<file path="src/rtl/link_diag_pkg.sv">
package link_diag_pkg;
  localparam int ADDR_W = 2;
  localparam logic [ADDR_W-1:0] A_CTRL = 2'd0;
  localparam logic [ADDR_W-1:0] A_ECNT = 2'd1;
  localparam logic [ADDR_W-1:0] A_THR  = 2'd2;
  localparam logic [ADDR_W-1:0] A_SYNC = 2'd3;
  localparam int CTRL_FORCE_BIT = 0;
  localparam int CTRL_INS_BIT   = 1;
  localparam int CTRL_NUM_LSB   = 8;
  localparam int SYNC_OOS_BIT   = 0;
endpackage

</file>
<file path="src/rtl/ld_regs.sv">
module ld_regs
  import link_diag_pkg::*;
#(
  parameter int DATA_W = 16,
  parameter int CNT_W  = 16,
  parameter int NUM_W  = 8,
  parameter int THR_W  = 8,
  parameter logic [THR_W-1:0] THR_RST = '1
) (
  input  logic              clk,
  input  logic              rst_n,
  input  logic              wr,
  input  logic              rd,
  input  logic [ADDR_W-1:0] addr,
  input  logic [DATA_W-1:0] wdata,
  input  logic              busy,
  input  logic [CNT_W-1:0]  cnt,
  input  logic              oos,
  output logic [DATA_W-1:0] rdata,
  output logic              force_q,
  output logic [NUM_W-1:0]  num_q,
  output logic [THR_W-1:0]  thr_q,
  output logic              ins_load,
  output logic              oos_clr,
  output logic              cnt_rd
);
  logic wr_ctrl, wr_thr;

  assign wr_ctrl  = wr && (addr == A_CTRL);
  assign wr_thr   = wr && (addr == A_THR);
  assign ins_load = wr_ctrl && wdata[CTRL_INS_BIT];
  assign oos_clr  = wr && (addr == A_SYNC) && wdata[SYNC_OOS_BIT];
  assign cnt_rd   = rd && (addr == A_ECNT);

  always_ff @(posedge clk) begin
    if (!rst_n) begin
      force_q <= 1'b0;
      num_q   <= '0;
      thr_q   <= THR_RST;
    end else begin
      if (wr_ctrl) begin
        force_q <= wdata[CTRL_FORCE_BIT];
        num_q   <= wdata[CTRL_NUM_LSB +: NUM_W];
      end
      if (wr_thr) thr_q <= wdata[THR_W-1:0];
    end
  end

  always_comb begin
    rdata = '0;
    case (addr)
      A_CTRL: begin
        rdata[CTRL_FORCE_BIT]          = force_q;
        rdata[CTRL_INS_BIT]            = busy;
        rdata[CTRL_NUM_LSB +: NUM_W]   = num_q;
      end
      A_ECNT:  rdata[CNT_W-1:0] = cnt;
      A_THR:   rdata[THR_W-1:0] = thr_q;
      default: rdata[SYNC_OOS_BIT] = oos;
    endcase
  end
endmodule

</file>
<file path="src/rtl/ld_inject.sv">
module ld_inject #(
  parameter int NUM_W = 8
) (
  input  logic             clk,
  input  logic             rst_n,
  input  logic             load,
  input  logic [NUM_W-1:0] load_num,
  input  logic             frame,
  output logic [NUM_W-1:0] rem_q,
  output logic             busy,
  output logic             invert
);
  function automatic logic [NUM_W-1:0] rem_next(input logic [NUM_W-1:0] r,
                                               input logic ld,
                                               input logic [NUM_W-1:0] n,
                                               input logic fr);
    if (ld)                     return n;
    else if (fr && (r != '0))   return r - 1'b1;
    else                        return r;
  endfunction

  assign busy   = (rem_q != '0);
  assign invert = frame && busy;

  always_ff @(posedge clk) begin
    if (!rst_n) rem_q <= '0;
    else        rem_q <= rem_next(rem_q, load, load_num, frame);
  end
endmodule

</file>
<file path="src/rtl/ld_errcnt.sv">
module ld_errcnt #(
  parameter int CNT_W = 16
) (
  input  logic             clk,
  input  logic             rst_n,
  input  logic             inc,
  input  logic             clr,
  output logic [CNT_W-1:0] cnt_q
);
  localparam logic [CNT_W-1:0] CNT_MAX = '1;

  function automatic logic [CNT_W-1:0] cnt_next(input logic [CNT_W-1:0] c,
                                               input logic i,
                                               input logic k);
    if (k)                        return i ? CNT_W'(1) : '0;
    else if (i && c != CNT_MAX)   return c + 1'b1;
    else                          return c;
  endfunction

  always_ff @(posedge clk) begin
    if (!rst_n) cnt_q <= '0;
    else        cnt_q <= cnt_next(cnt_q, inc, clr);
  end
endmodule

</file>
<file path="src/rtl/ld_syncmon.sv">
module ld_syncmon #(
  parameter int THR_W = 8
) (
  input  logic             clk,
  input  logic             rst_n,
  input  logic             valid,
  input  logic             train,
  input  logic [THR_W-1:0] thr,
  input  logic             clr,
  output logic             hit,
  output logic             oos_q
);
  localparam logic [THR_W-1:0] RUN_MAX = '1;
  logic [THR_W-1:0] run_q, run_d;

  function automatic logic [THR_W-1:0] run_next(input logic [THR_W-1:0] r,
                                               input logic v,
                                               input logic t);
    if (!v)               return r;
    else if (!t)          return '0;
    else if (r == RUN_MAX) return r;
    else                  return r + 1'b1;
  endfunction

  assign run_d = run_next(run_q, valid, train);
  assign hit   = valid && train && (thr != '0) && (run_d >= thr);

  always_ff @(posedge clk) begin
    if (!rst_n) begin
      run_q <= '0;
      oos_q <= 1'b0;
    end else begin
      run_q <= run_d;
      if (hit)      oos_q <= 1'b1;
      else if (clr) oos_q <= 1'b0;
    end
  end
endmodule

</file>
<file path="src/rtl/link_diag_ctrl.sv">
module link_diag_ctrl
  import link_diag_pkg::*;
#(
  parameter int DATA_W = 16,
  parameter int CNT_W  = 16,
  parameter int NUM_W  = 8,
  parameter int THR_W  = 8
) (
  input  logic              clk,
  input  logic              rst_n,
  input  logic              reg_wr,
  input  logic              reg_rd,
  input  logic [1:0]        reg_addr,
  input  logic [DATA_W-1:0] reg_wdata,
  output logic [DATA_W-1:0] reg_rdata,
  input  logic              dip4_err,
  input  logic              word_valid,
  input  logic              word_is_train,
  input  logic              frame_start,
  output logic              force_train,
  output logic              dip2_invert,
  output logic              out_of_sync
);
  logic [NUM_W-1:0] num_q, rem_q;
  logic [THR_W-1:0] thr_q;
  logic [CNT_W-1:0] cnt_q;
  logic             force_q, ins_load, oos_clr, cnt_rd, busy, hit, oos_q;

  ld_regs #(.DATA_W(DATA_W), .CNT_W(CNT_W), .NUM_W(NUM_W), .THR_W(THR_W)) u_regs (
    .clk(clk), .rst_n(rst_n), .wr(reg_wr), .rd(reg_rd), .addr(reg_addr),
    .wdata(reg_wdata), .busy(busy), .cnt(cnt_q), .oos(oos_q), .rdata(reg_rdata),
    .force_q(force_q), .num_q(num_q), .thr_q(thr_q), .ins_load(ins_load),
    .oos_clr(oos_clr), .cnt_rd(cnt_rd)
  );

  ld_inject #(.NUM_W(NUM_W)) u_inj (
    .clk(clk), .rst_n(rst_n), .load(ins_load),
    .load_num(reg_wdata[CTRL_NUM_LSB +: NUM_W]), .frame(frame_start),
    .rem_q(rem_q), .busy(busy), .invert(dip2_invert)
  );

  ld_errcnt #(.CNT_W(CNT_W)) u_cnt (
    .clk(clk), .rst_n(rst_n), .inc(dip4_err), .clr(cnt_rd), .cnt_q(cnt_q)
  );

  ld_syncmon #(.THR_W(THR_W)) u_sync (
    .clk(clk), .rst_n(rst_n), .valid(word_valid), .train(word_is_train),
    .thr(thr_q), .clr(oos_clr), .hit(hit), .oos_q(oos_q)
  );

  assign force_train = force_q;
  assign out_of_sync = oos_q;
endmodule

</file>
<file path="config.mk">
export PLATFORM = sky130hd
export DESIGN_NAME = link_diag_ctrl
export DESIGN_NICKNAME = d
export VERILOG_FILES = /design/src/rtl/link_diag_pkg.sv /design/src/rtl/ld_regs.sv /design/src/rtl/ld_inject.sv /design/src/rtl/ld_errcnt.sv /design/src/rtl/ld_syncmon.sv /design/src/rtl/link_diag_ctrl.sv
export SDC_FILE = /design/constraint.sdc
export NUM_CORES = 1
export LEC_CHECK = 0
export CAP_MARGIN = 25
export CORE_MARGIN = 5
export CORE_UTILIZATION = 49
export DETAILED_ROUTE_END_ITERATION = 12
export HOLD_SLACK_MARGIN = 0.08
export PLACE_DENSITY = 0.77
export SKIP_LAST_GASP = 1
export SYNTH_ARGS = -nofsm -noshare
export SYNTH_HDL_FRONTEND = slang
export SYNTH_HIERARCHICAL = 1
export SYNTH_SLANG_ARGS = --single-unit
</file>
<file path="constraint.sdc">
create_clock -name clk -period 2.4 [get_ports clk]
set_input_delay 0.36 -clock clk [delete_from_list [all_inputs] [get_ports clk]]
set_output_delay 0.36 -clock clk [all_outputs]
set_load 0.1 [all_outputs]
</file>
After elaboration in Yosys (flattened, before gate mapping)
Index checks and enable logic that the tools add are counted.

Bits in registers: 50. Input bits: 26. Output and inout bits: 19. Word-level logic and storage cells: 47.

Add/subtract/negate cells: 3. Order comparisons: 1. Eq/ne operators: 5. Muxes and demuxes: 14. Reduce and logical (&&, ||, !) cells: 17.

Operator list (number): 8-bit 2-to-1 mux (5); 16-bit 2-to-1 mux (2); 16-bit by 1-bit adder with 16-bit output (second input constant) (1); 16-bit inequality test (second input constant) (1); 8-bit case mux with 2 select lines (1); 8-bit nonzero test (2); 6-bit case mux with 2 select lines (1); 1-bit logical AND (11); 8-bit by 1-bit adder with 8-bit output (second input constant) (1); 8-bit equality test (second input constant) (1); 8-bit greater-or-equal comparator (1); 8-bit by 1-bit subtractor with 8-bit output (second input constant) (1); 1-bit case mux with 3 select lines (2); 2-bit nonzero test (3); 2-bit equality test (second input constant) (2); 1-bit 2-to-1 mux (3); 2-bit by 1-bit equality test with 1-bit output (second input constant) (1); 2-bit logical NOT (1).

Longest topological paths before layout
Depth in word-level cells: 7. Depth in mapped cells: 10. Depth with buffers taken out: 10.

By module
The synthesis kept the hierarchy.

Modules (own cells, without submodules): ld_regs (instances 1, cells each 107, area an instance 1016.0 sq um, sequential area each 340.3 sq um); ld_errcnt (instances 1, cells each 98, area an instance 835.8 sq um, sequential area each 320.3 sq um); ld_syncmon (instances 1, cells each 92, area an instance 706.9 sq um, sequential area each 180.2 sq um); ld_inject (instances 1, cells each 64, area an instance 534.3 sq um, sequential area each 160.2 sq um).

Worst setup path before layout
OpenSTA, ideal clock, no wires.

Kind: reg2reg. Start: register u_inj.rem_q[0]. End: register u_inj.rem_q[0]. Library setup time: 0.249 ns. Data arrival time: 3.338 ns. Data required time: 2.151 ns. Setup slack: -1.187 ns. Stages on the path, launching flop included: 6. Buffers on the path: 0. Clock period less this slack: 3.587 ns. Cell sequence: dfxtp_1 > inv_1 > ha_1 > nor4b_1 > a21boi_0 > o211ai_1.

Cells in the longest elaborated chain, start to end: 3. Elaborated cells between the ends (all ways): 6. Classes of those cells: 1 x add/sub; 2 x mux; 3 x reduce/logical.

Ends and longest elaborated chain: start: declaration (line ld_inject.sv:9) `output logic [NUM_W-1:0] rem_q,`; start signal: assignment (line ld_inject.sv:27) `else rem_q <= rem_next(rem_q, load, load_num, frame);`; 8-bit nonzero test; 1-bit logical AND; named net dip2_invert (line link_diag_ctrl.sv:21) `output logic dip2_invert,`; 2-bit nonzero test (no line).

The timed path passes the listed nets, and every way through them passes these cells. The select of a mux whose other input is x is not followed. A chain may end at the register's enable or synchronous reset.

Worst setup path in the final report
Start: input reg_addr[0]. End: output reg_rdata[0].

Cells in the longest elaborated chain, start to end: 2. Elaborated cells between the ends (all ways): 4. Classes of those cells: 2 x eq/ne; 1 x mux; 1 x reduce/logical.

Ends and longest elaborated chain: start: declaration (line link_diag_ctrl.sv:13) `input logic [1:0] reg_addr,`; 2-bit equality test (tied with other cells) (line ld_regs.sv:51) `case (addr)`; 1-bit case mux with 3 select lines (*) (line ld_regs.sv:51); end: declaration (line link_diag_ctrl.sv:15) `output logic [DATA_W-1:0] reg_rdata,`.

Every way passes the cells marked *; elsewhere a longest branch is shown, timed or not.

==> results.txt <==
- Max-slew violations: 0
* CTS tree: done
- The count of buffers added on input and output ports is 44.
* Type of the worst setup path: in -> out
* Hold buffers post-CTS: 0
- After routing the design area is 0.00404 sq mm.
- Clock slew at reported path FFs: 0.09 ns
* RSZ-0062 raised after global routing: yes
* Last weighted congestion value of the routability-driven placer: 0.924
- Required time reported for the critical path endpoint: 2.04 ns
* Maximum net fanout on the critical path: 9
- Timing would allow up to 430 MHz.
- Synth-to-Final Area Change: 30.9%
- Kind of path behind the tightest hold check: reg -> reg
* Ant diodes: 0
- Counting I/O delays and the setup requirement, the final critical path takes 2.32 ns.
- Layout Cells excl Fill: 492
- Hpwl dp: 6.23 mm
- For the final routed database, the setup TNS stands at 0 ns.
- For this design the static power due to leakage is 1.53 nW.
- CP bufs+invs: 4
- Across all layers, the routed design uses 3,076 vias.
- Highest ir drop seen on vdd: 0.770 mV
- Antenna Nets Post-Route: 0
- Result of the run: finished, final reports clean
* Clock skew after layout: 0.00704 ns
- Summing all placed instances gives a cell area of 0.00385 sq mm.
- Clk sink count: 50
- On the worst path, the slowest cell contributes a delay of 0.46 ns.
- Dividing the detail-routed wire length by the instance count gives 17.3 um.
* Post-Syn Nets: 401
- Traced cell by cell, the critical path runs through clkdlybuf4s50_1 > buf_4 > ha_2 > a222oi_1 > buf_4 > mux2i_4 > buf_12.
- Power per standard cell area: 630 mW/mm^2
- Number of hold-slack violations in the final timing report: 0
- Endpoint arrival time on the critical path: 1.96 ns
* Fraction of final layout cells sized beyond drive strength 1: 21.0%
- Average cell area after synthesis: 8.57 sq um
- The floorplan has 29 rows.
- CTS built an H-tree with a depth of 2.
- Combined global-route utilization of all metal layers: 21.3%
- Count of nets after finishing: 455
* Maximum number of buffers from clock root to sink: 2
* Overall power after layout: 2.55 mW
- Setup violations remaining at the end of the flow were counted as 0.
* Maximum number of pins on one net before global-route repair: 36
- After detailed routing, the number of remaining DRC violations is 0.
- Wire length of the first global-routing pass: 13.5 mm
- The core region is 0.00624 sq mm.
- Root Driver: sky130_fd_sc_hd__clkbuf_8
- Initial DRC Count: 200
- Dividing the final minimum period by the clock period gives 96.8%.
- Broken down by cell family, the worst path's largest delay share belongs to buffers and inverters.
- In this run the tightest slew margin relative to its limit is 58.8%.
- Count of max-cap constraint violations: 0
- The pre-antenna-repair detailed-routing pass consisted of 5 iterations.
- Kind of capture point of the worst setup path: primary output
* Yosys warning count: 6
- The slowest stage of the critical path is the sky130_fd_sc_hd__clkdlybuf4s50_1 cell.
* Overflow left after global routing: 0
- After detailed placement, the design holds a cell count of 483.
* Die ar.: 0.00799 sq mm
* Effective utilization at floorplan: 49.5%
* Worst-margin pin slew: 0.613 ns
- Cts bufs inserted: 5
* Width of the die: 89.4 um
* Clock insertion delay at the later pin of the skew report: 0.30 ns
* Sum of routed wire length over all layers: 8.52 mm
- 45 I/O pins were placed.
- The number of global-route vias before repair came to 2,842.
- Combined area of all synthesized cells: 0.00309 sq mm
- After technology mapping, the gate count stands at 360.
- Most frequent cell on the critical path: sky130_fd_sc_hd__buf_4
* Via density per instance: 6.25
- The initial antenna violation count was 0.
- From bottom edge to top edge, the die measures 89.4 um.
* Kind of launch point of the worst setup path: primary input
==> per-layer routing <==
metal / up-vias / track usage (%) / part of all wire, %
met5: - / 0 / 0
met4: 0 / 4.06 / 1.0
met3: 8 / 2.86 / 4.5
met2: 97 / 36.6 / 49
met1: 1484 / 28.5 / 46
li1: 1487 / - / -
==> where the power goes <==
| group | switching, mW | internal [mW] | total [mW] |
|---|---|---|---|
| combinational | 0.522 | 0.429 | 0.951 |
| sequential | 0.0964 | 0.901 | 0.997 |
| clock | 0.287 | 0.311 | 0.598 |
==> tightest hold or removal path, cell delays in order, from the launching register on <==
cell,delay (ns)
sky130_fd_sc_hd__dfxtp_2,0.35
sky130_fd_sc_hd__nand3_1,0.07
sky130_fd_sc_hd__o211ai_1,0.08
==> what timing repair did <==
action | 4_1_cts | 5_1_grt
buffers inserted | 0 | 1
endpoints found under the setup margin | 1 | 7
gates resized for setup | 1 | 19
pin swaps | 0 | 5
==> cells in the final DEF, fill, tap and decap left out, types with 7 or more instances in the layout <==
master and count:
sky130_fd_sc_hd__a22o_1 8, sky130_fd_sc_hd__nor2_1 17, sky130_fd_sc_hd__buf_12 17, sky130_fd_sc_hd__dfxtp_1 46
sky130_fd_sc_hd__nand3_1 26, sky130_fd_sc_hd__inv_1 18, sky130_fd_sc_hd__a21bo_2 9, sky130_fd_sc_hd__buf_4 22
sky130_fd_sc_hd__o31ai_1 7, sky130_fd_sc_hd__o21ai_0 13, sky130_fd_sc_hd__clkdlybuf4s50_1 24, sky130_fd_sc_hd__a21oi_1 25
sky130_fd_sc_hd__a311o_1 8, sky130_fd_sc_hd__ha_1 11, sky130_fd_sc_hd__or4_1 8, sky130_fd_sc_hd__nand2_1 18
==> final cells by class <==
type	instances	area, sq um
fillers	534	2200
multi-input cells	271	1970
flip-flops and latches	50	1010
repair buffers	66	781
well taps	77	96.3
inverters	20	75.1
clock buffers	6	72.6
clock inverters	2	37.5
==> worst paths after layout <==
path / depth (start not counted) / from / to / slack (ns)
worst min register to register: 2 / u_inj/rem_q[0]$_SDFFE_PN0P_ / u_inj/rem_q[0]$_SDFFE_PN0P_ / 0.54
worst min-delay path: 2 / u_inj/rem_q[0]$_SDFFE_PN0P_ / u_inj/rem_q[0]$_SDFFE_PN0P_ / 0.54
worst max-delay path: 7 / reg_addr[0] / reg_rdata[0] / 0.08
worst max register to register: 10 / u_sync/run_q[1]$_SDFF_PN0_ / u_sync/oos_q$_SDFFE_PN0P_ / 0.13
==> per-stage QoR <==
stage / hold slack, ns / setup WS (ns) / util, %
after floorplan: 0.472 / 0.103 / -
after global placement: 0.508 / -0.0813 / 61.8
after detailed placement: 0.521 / -0.223 / 61.8
after CTS: 0.542 / 0.000381 / 63.6
after global routing: 0.565 / -0.0261 / 64.7
final: 0.539 / 0.0757 / 64.7
==> sequential cells by signal (all words and copies together), names as in the netlist <==
signal          flops
u_cnt/cnt_q        16
u_inj/rem_q         8
u_regs/force_q      1
u_regs/num_q        8
u_regs/thr_q        8
u_sync/oos_q        1
u_sync/run_q        8
(Power assumes the default switching activity.)
